==> src/rtl/ack_pkg.sv <==
package ack_pkg;

  typedef enum logic [1:0] {S_IDLE, S_START, S_WAIT, S_DONE} seq_state_t;
  typedef enum logic [1:0] {T_NONE, T_OK, T_ERR, T_RETRY} term_t;

  localparam logic [1:0] TT_ACK   = 2'd3;
  localparam logic [1:0] SZ_BYTE  = 2'b01;
  localparam logic [7:0] SPUR_VEC = 8'd24;

  // automatic vector: spurious base plus level
  function automatic logic [7:0] auto_vec(input logic [2:0] lvl);
    return SPUR_VEC + {5'd0, lvl};
  endfunction

  // retry outranks everything, then normal, then error
  function automatic term_t classify(input logic ta, input logic tea,
                                     input logic tra, input logic native);
    if (native && tra)   return T_RETRY;
    else if (ta && tea)  return T_RETRY;
    else if (ta)         return T_OK;
    else if (tea)        return T_ERR;
    else                 return T_NONE;
  endfunction

endpackage

==> src/rtl/ack_term_decode.sv <==
module ack_term_decode
  import ack_pkg::*;
(
  input  logic  sample_en,
  input  logic  ta,
  input  logic  tea,
  input  logic  tra,
  input  logic  native_mode,
  output term_t term
);
  always_comb begin
    if (sample_en) term = classify(ta, tea, tra, native_mode);
    else           term = T_NONE;
  end
endmodule

==> src/rtl/ack_ignore_cnt.sv <==
module ack_ignore_cnt #(
  parameter int IGN_W = 8
) (
  input  logic             clk,
  input  logic             rst_n,
  input  logic             load,
  input  logic             ign_en,
  input  logic [IGN_W-1:0] setting,
  output logic             expired
);
  logic [IGN_W-1:0] cnt;

  always_ff @(posedge clk) begin
    if (!rst_n)              cnt <= '0;
    else if (load)           cnt <= ign_en ? setting : '0;
    else if (cnt != '0)      cnt <= cnt - 1'b1;
  end

  assign expired = (cnt == '0);

  // the window shrinks by one every clock once loaded
  p_cnt_step_r9: assert property (@(posedge clk) disable iff (!rst_n)
    (!load && cnt != '0) |=> (cnt == $past(cnt) - 1'b1));
endmodule

==> src/rtl/ack_vec_resolve.sv <==
module ack_vec_resolve
  import ack_pkg::*;
(
  input  logic       is_bk,
  input  term_t      term,
  input  logic       avec,
  input  logic [2:0] lvl,
  input  logic [7:0] dbyte,
  output logic [7:0] vec,
  output logic       illegal
);
  always_comb begin
    vec     = '0;
    illegal = 1'b0;
    if (is_bk) begin
      illegal = (term == T_OK) || (term == T_ERR);
    end else if (term == T_OK) begin
      vec = avec ? auto_vec(lvl) : dbyte;
    end else if (term == T_ERR) begin
      vec = SPUR_VEC;
    end
  end
endmodule

==> src/rtl/ack_seq.sv <==
module ack_seq
  import ack_pkg::*;
#(
  parameter int IGN_W  = 8,
  parameter int ADDR_W = 32
) (
  input  logic              clk,
  input  logic              rst_n,
  input  logic              req_irq,
  input  logic [2:0]        irq_level,
  input  logic              req_bkpt,
  input  logic              at_boundary,
  input  logic              lock_active,
  input  logic              native_mode,
  input  logic              ign_en,
  input  logic [IGN_W-1:0]  ign_count,
  input  logic              ta,
  input  logic              tea,
  input  logic              tra,
  input  logic              avec,
  input  logic [7:0]        data_in,
  output logic [ADDR_W-1:0] addr,
  output logic [1:0]        ttype,
  output logic [2:0]        tmod,
  output logic [1:0]        tsize,
  output logic              rd,
  output logic              ts,
  output logic              tip,
  output logic              done,
  output logic [7:0]        vec,
  output logic              illegal
);
  seq_state_t st;
  logic       is_bk;
  logic [2:0] lvl_q;
  logic [7:0] vec_q;
  logic       ill_q;

  // named internal events
  logic  irq_ok, start_bk, start_irq, load_cnt, window_over, sample_en;
  logic  finish, retry;
  term_t term;
  logic [7:0] res_vec;
  logic       res_ill;

  assign irq_ok    = req_irq && (irq_level != 3'd0) && (at_boundary || !lock_active);
  assign start_bk  = (st == S_IDLE) && req_bkpt;
  assign start_irq = (st == S_IDLE) && !req_bkpt && irq_ok;
  assign load_cnt  = (st == S_START);
  assign sample_en = (st == S_WAIT) && window_over;
  assign retry     = (term == T_RETRY);
  assign finish    = (term == T_OK) || (term == T_ERR);

  ack_ignore_cnt #(.IGN_W(IGN_W)) u_ign (
    .clk(clk), .rst_n(rst_n), .load(load_cnt), .ign_en(ign_en),
    .setting(ign_count), .expired(window_over)
  );

  ack_term_decode u_term (
    .sample_en(sample_en), .ta(ta), .tea(tea), .tra(tra),
    .native_mode(native_mode), .term(term)
  );

  ack_vec_resolve u_vec (
    .is_bk(is_bk), .term(term), .avec(avec), .lvl(lvl_q), .dbyte(data_in),
    .vec(res_vec), .illegal(res_ill)
  );

  always_ff @(posedge clk) begin
    if (!rst_n) begin
      st    <= S_IDLE;
      is_bk <= 1'b0;
      lvl_q <= '0;
      vec_q <= '0;
      ill_q <= 1'b0;
    end else begin
      unique case (st)
        S_IDLE: begin
          if (start_bk) begin
            st <= S_START; is_bk <= 1'b1; lvl_q <= '0;
          end else if (start_irq) begin
            st <= S_START; is_bk <= 1'b0; lvl_q <= irq_level;
          end
        end
        S_START: st <= S_WAIT;
        S_WAIT: begin
          if (retry) st <= S_START;
          else if (finish) begin
            st    <= S_DONE;
            vec_q <= res_vec;
            ill_q <= res_ill;
          end
        end
        S_DONE: st <= S_IDLE;
        default: st <= S_IDLE;
      endcase
    end
  end

  assign ts      = (st == S_START);
  assign tip     = (st == S_START) || (st == S_WAIT);
  assign done    = (st == S_DONE);
  assign vec     = vec_q;
  assign illegal = ill_q;
  assign addr    = (tip && !is_bk) ? {ADDR_W{1'b1}} : '0;
  assign ttype   = tip ? TT_ACK : 2'd0;
  assign tmod    = tip ? lvl_q : 3'd0;
  assign tsize   = tip ? SZ_BYTE : 2'd0;
  assign rd      = tip;

  // strobe lasts one clock and sits inside the cycle
  p_ts_single_r3: assert property (@(posedge clk) disable iff (!rst_n)
    ts |=> !ts);
  p_ts_in_tip_r3: assert property (@(posedge clk) disable iff (!rst_n)
    ts |-> tip);
  // interrupt cycle attributes, level never zero
  p_irq_attr_r1: assert property (@(posedge clk) disable iff (!rst_n)
    (tip && !is_bk) |-> (addr == {ADDR_W{1'b1}} && tmod != 3'd0 && ttype == 2'd3));
  // breakpoint cycle attributes
  p_bk_attr_r2: assert property (@(posedge clk) disable iff (!rst_n)
    (tip && is_bk) |-> (addr == '0 && tmod == 3'd0 && ttype == 2'd3));
  // a retry restarts the strobe next clock
  p_retry_restart_r7: assert property (@(posedge clk) disable iff (!rst_n)
    (sample_en && retry) |=> ts);
  // completion is a single pulse outside the cycle
  p_done_pulse_r13: assert property (@(posedge clk) disable iff (!rst_n)
    done |=> !done);
  p_done_no_tip_r13: assert property (@(posedge clk) disable iff (!rst_n)
    done |-> (!tip && $past(tip)));
endmodule

==> config.mk <==
export PLATFORM = sky130hd
export DESIGN_NAME = ack_seq
export DESIGN_NICKNAME = d
export VERILOG_FILES = /design/src/rtl/ack_pkg.sv /design/src/rtl/ack_term_decode.sv /design/src/rtl/ack_ignore_cnt.sv /design/src/rtl/ack_vec_resolve.sv /design/src/rtl/ack_seq.sv
export SDC_FILE = /design/constraint.sdc
export NUM_CORES = 1
export LEC_CHECK = 0
export ABC_AREA = 1
export CELL_PAD_IN_SITES_DETAIL_PLACEMENT = 1
export CELL_PAD_IN_SITES_GLOBAL_PLACEMENT = 2
export CORE_MARGIN = 5
export CORE_UTILIZATION = 22
export CTS_CLUSTER_SIZE = 25
export DETAILED_ROUTE_END_ITERATION = 16
export GPL_TIMING_DRIVEN = 1
export PLACE_DENSITY_LB_ADDON = 0.15
export SYNTH_ARGS = -nofsm -noshare
export SYNTH_HDL_FRONTEND = slang
export SYNTH_SLANG_ARGS = --single-unit
==> constraint.sdc <==
create_clock -name clk -period 3.5 [get_ports clk]
set_clock_uncertainty 0.05 [all_clocks]
set_input_delay 0.35 -clock clk [delete_from_list [all_inputs] [get_ports clk]]
set_output_delay 0.35 -clock clk [all_outputs]
set_load 0.02 [all_outputs]
# After elaboration in Yosys (flattened, before gate mapping)
# Index checks and enable logic that the tools add are counted.
# totals
register_bits,23
out_inout_bits,52
elab_cells,67
# op_classes
add_sub_neg,2
n_eq_ne,8
muxes,26
bitwise,1
reduce_logical,24
# op_table
op,count
8-bit 2-to-1 mux,6
32-bit 2-to-1 mux,1
2-bit 2-to-1 mux,10
1-bit logical AND,9
3-bit 2-to-1 mux,3
2-bit equality test (second input constant),4
8-bit logical NOT,1
2-bit case mux with 4 select lines,1
8-bit nonzero test,1
8-bit by 1-bit subtractor with 8-bit output (second input constant),1
5-bit by 3-bit adder with 6-bit output (first input constant),1
3-bit != test (second input constant),2
5-bit 2-to-1 mux,1
2-bit by 1-bit equality test with 1-bit output (second input constant),2
1-bit 2-to-1 mux,4
2-bit AND reduction,2
2-bit nonzero test,2
1-bit logical NOT,3
1-bit logical OR,3
3-bit AND reduction,1
3-bit nonzero test,1
2-bit logical NOT,1
1-bit NOT,1

# Longest topological paths before layout
# depth
word_depth,10
mapped_depth,14
mapped_depth_nobuf,14

# Hierarchy
# A second synthesis with hierarchy kept.
# unflattened
cells_unflattened,264
hier_area_um2,1769.2
# by_module_without_submodules
module,n_inst,cells_per_inst,area_per_inst_um2
ack_seq,1,137,1029.7
ack_ignore_cnt,1,80,523.0
ack_vec_resolve,1,41,191.4
ack_term_decode,1,6,25.0

# Least setup slack after synthesis
# OpenSTA, ideal clock, no wires.
# synth_path
path_type,reg2out
start,register st[1]
end,output addr[10]
arrival_time_ns,2.589
slack_ns,0.511
stages_incl_launch_ff,6
cell_sequence,dfxtp_1 -> inv_1 -> ha_1 -> inv_1 -> nor2_1 -> buf_4
# synth_between
elab_chain_cells,4
# synth_lines
item,line_no,text
from (decl),ack_seq.sv:33,seq_state_t st;
from (signal assigned),ack_seq.sv:71,st <= S_IDLE;
from (signal assigned),ack_seq.sv:80,st <= S_START; is_bk <= 1'b1; lvl_q <= '0;
from (signal assigned),ack_seq.sv:82,st <= S_START; is_bk <= 1'b0; lvl_q <= irq_level;
2-bit by 1-bit equality test with 1-bit output / 2-bit equality test (equally long branches),ack_seq.sv:101,assign tip = (st == S_START) || (st == S_WAIT);
1-bit logical OR *,ack_seq.sv:101,
net rd,ack_seq.sv:26,"output logic rd,"
1-bit logical AND *,ack_seq.sv:105,assign addr = (tip && !is_bk) ? {ADDR_W{1'b1}} : '0;
32-bit 2-to-1 mux *,ack_seq.sv:105,
to (decl),ack_seq.sv:22,"output logic [ADDR_W-1:0] addr,"
# The timed path passes the listed nets; every way through them passes the cells marked *.

# Worst setup path in the final report
# layout_path
start,register st[1]
end,output addr[19]
# layout_between
elab_chain_cells,4
# layout_lines
item,line_no
2-bit by 1-bit equality test with 1-bit output / 2-bit equality test (equally long branches),ack_seq.sv:101
1-bit logical OR *,ack_seq.sv:101
1-bit logical AND *,ack_seq.sv:105
32-bit 2-to-1 mux *,ack_seq.sv:105
# Every way passes the cells marked *; elsewhere a longest branch is shown, timed or not.

==> flow_metrics.py <==
metrics = {
    "outcome": {
        "status": "finished clean",
    },
    "route": {
        "wl_per_cell_um": 12.5,
        "num_vias": 1561,
        "avgViaCountPerCell": 4.10,
        "wirelength_um": 4770,
        "drtIter0Drc": 15,
        "drc_errors": 0,
        "drtAntennaViolNets": 0,
        "first_pass_iters": 4,
    },
    "cts": {
        "cts.repair.resized": 0,
        "tritoncts": "done",
        "cts-root-buf": "clkbuf_8",
        "h-tree-depth": 1,
        "clock_latency_ps": 270,
        "hold_buffers": 0,
        "post_cts_buffers": 0,
        "cts_buffer_depth": 2,
        "clk_pin_slew_worst_paths_ps": 90,
        "cts_buffers": 3,
        "clock-sinks": 23,
    },
    "yosys": {
        "synth_area_mm2": 0.00162,
        "synth_edf_count": 0,
        "syn-num-nets": 274,
        "seq_area_frac_synth_pct": 28.4,
        "synth-seq-cells": 23,
        "synth_cells": 233,
        "yosysUniqueCellTypes": 31,
        "synthArstFlopShare_pct": 0,
        "avgSynthCellArea_um2": 6.95,
        "synthFlopType": "dfxtp_1",
        "yosysWarnings": 0,
    },
    "timing": {
        "min_period_ps": 2800,
        "worstMarginPinSlew_ps": 650,
        "setup_viol": 0,
        "whs_ps": 418,
        "hold_viol": 0,
        "timing.max_slew.rel_slack_pct": 56.6,
        "tns_ps": 0,
        "post-route-period-util_pct": 80.1,
        "fmax_ghz": 0.357,
        "rsz0062_at_grt": "false",
        "drv_slew": 0,
    },
    "pwr": {
        "powerDensity_mw_per_mm2": 946,
        "pwr-share-comb_pct": 74.8,
        "power.switching_uw": 1080,
        "ir_drop_mv": 0.409,
        "clkPwrFrac_pct": 8.0,
        "switching_share_pct": 49.0,
        "internal-power_uw": 1130,
        "leakage_uw": 0.000991,
        "seq_power_share_pct": 17.2,
    },
    "finish": {
        "drive_above_1_share_pct": 7.80,
        "final_util_pct": 32.4,
        "ff_latch_area_um2": 460,
        "antenna_cells": 0,
        "multi_input_area_um2": 792,
        "synthToLayoutAreaGrowth_pct": 44.2,
        "layout.nets": 324,
        "fillers": 904,
    },
    "global_route": {
        "antenna_found_initial": 0,
        "grt_pass1_wl_um": 7670,
        "grt_overflow_total": 0,
        "grt_pass1_vias": 1585,
        "grt_max_degree": 33,
        "grtUsageTotal_pct": 10.7,
    },
    "critical_path": {
        "worstPathCellList": "inv_1 -> ha_1 -> inv_1 -> nor2_2 -> buf_4 -> clkdlybuf4s50_1",
        "criticalPathCategory": "flip-flop to output pin",
        "start_kind": "flip-flop",
        "crit_arrival_ps": 2400,
        "critPathMaxStageDelay_ps": 670,
        "slowest_stage": "clkdlybuf4s50_1",
        "critPathCaptureType": "output pin",
        "worstPathRequired_ps": 3100,
        "worstPathMaxFanout": 32,
        "cp_common_cell": "inv_1",
    },
    "floorplan": {
        "die_y_um": 95.8,
        "ios": 83,
        "core_mm2": 0.00721,
        "die_width_um": 95.8,
        "initial_utilization_pct": 22.4,
        "fp-row-count": 31,
        "die_area_mm2": 0.00917,
    },
    "place": {
        "gp_congestion": 0.725,
        "port-buffer-count": 81,
        "dpl.hpwl_um": 3860,
    },
    "min_path": {
        "hp-class": "flip-flop to flip-flop",
    },
    "job": {
        "drv_cap": 0,
    },
}
==> per-layer routing <==
layer  vias up  wire (um)  global-route usage (%)
li1        793          -                       -
met1       725       2110                    12.8
met2        41       2360                    19.1
met3         2        271                    2.74
met4         0         28                    2.13
met5         -          0                       0
==> power by group through the flow <==
stage | Combinational [uW] | Clock (uW) | Sequential [uW]
6_report | 1650 | 177 | 380
5_1_grt | 1810 | 198 | 391
4_1_cts | 1690 | 188 | 382
3_5_place_dp | 1680 | 0 | 388
3_3_place_gp | 1670 | 0 | 386
2_1_floorplan | 1300 | 0 | 370
==> registers in the layout (all words and copies together) (netlist names) <==
signal and count:
lvl_q 3, u_ign.cnt 8, is_bk 1, illegal 1, st 2, vec 8
==> stage by stage <==
stage	area [um^2]	setup WS [ps]	cells	total power, uW
final	2330	697	381	2210
after global routing	2330	465	381	2400
after floorplan	1620	511	233	1670
after detailed placement	2290	957	377	2070
after global placement	2290	1010	377	2060
after CTS	2330	641	381	2260
==> final timing paths <==
| check | from | to | slack (ps) | cells past startpoint |
|---|---|---|---|---|
| worst min register to register | vec[0] | vec[0] | 420 | 2 |
| worst max register to register | u_ign.cnt[0] | vec[7] | 1220 | 14 |
| worst min-delay path | vec[0] | vec[0] | 420 | 2 |
| worst max-delay path | st[1] | addr[19] | 700 | 6 |
==> kinds of logic (layout without fill, tap and decap cells) <==
| logic type | Yosys count | count (layout) | share of synthesized area [%] |
|---|---|---|---|
| xor gates and xnor gates | 2 | 2 | 1.08 |
| adders and majority gates | 10 | 10 | 7.73 |
| other | 1 | 1 | 0.232 |
| buffers and inverters | 61 | 110 | 22.8 |
| AOI/OAI and AO/OA | 33 | 33 | 11.7 |
| and+or+nand+nor | 103 | 103 | 28.0 |
| DFF | 23 | 23 | 28.4 |
==> Yosys cell counts (2+ instances only) <==
master,number,area share (%)
o21ai_1,4,1.2
nand2_1,69,16
inv_2,4,0.93
nor2_1,13,3.0
nor3_1,2,0.62
o21ai_0,2,0.62
nor2_4,2,1.4
buf_4,36,17
inv_1,18,4.2
o211ai_1,2,0.93
nand3_1,11,3.4
a21oi_1,18,5.6
a21oi_2,3,1.6
dfxtp_1,23,28
ha_1,10,7.7
==> area by class of cell <==
class | instances | share of cell area, %
repair buffers | 82 | 35.0
multi-input cells | 149 | 33.9
flip-flops and latches | 23 | 19.7
well taps | 99 | 5.31
inverters | 24 | 4.02
clock buffers | 3 | 1.77
clock inverters | 1 | 0.214
==> placed cells by master, fill, tap and decap left out <==
| master | n |
|---|---|
| nand2_1 | 69 |
| nand2_2 | 1 |
| nor2_8 | 1 |
| o211ai_1 | 2 |
| o21ai_0 | 2 |
| a22oi_1 | 1 |
| clkinv_2 | 2 |
| nor2_4 | 2 |
| or2_2 | 1 |
| a21oi_1 | 18 |
| buf_4 | 1 |
| xnor2_1 | 1 |
| inv_4 | 1 |
| conb_1 | 1 |
| clkbuf_8 | 3 |
| nor3_1 | 2 |
| nand2_4 | 1 |
| a21oi_2 | 3 |
| nand3_1 | 11 |
| a21boi_0 | 1 |
| inv_2 | 4 |
| nor2_2 | 2 |
| a31oi_1 | 1 |
| o21ai_1 | 4 |
| xor2_1 | 1 |
| nand3b_1 | 1 |
| ha_1 | 10 |
| o21bai_1 | 1 |
| dfxtp_1 | 23 |
| clkdlybuf4s50_1 | 81 |
| nor2_1 | 12 |
| inv_1 | 18 |
==> critical path, delay by kind of cell (launching register included) <==
kind / cells / cell delay (ps)
adder cells (fa/ha/maj): 1 / 460
buffers and inverters: 4 / 1150
AND/OR/NAND/NOR: 1 / 80
flip-flops: 1 / 430
No activity file was read; power rests on OpenSTA's default activity.
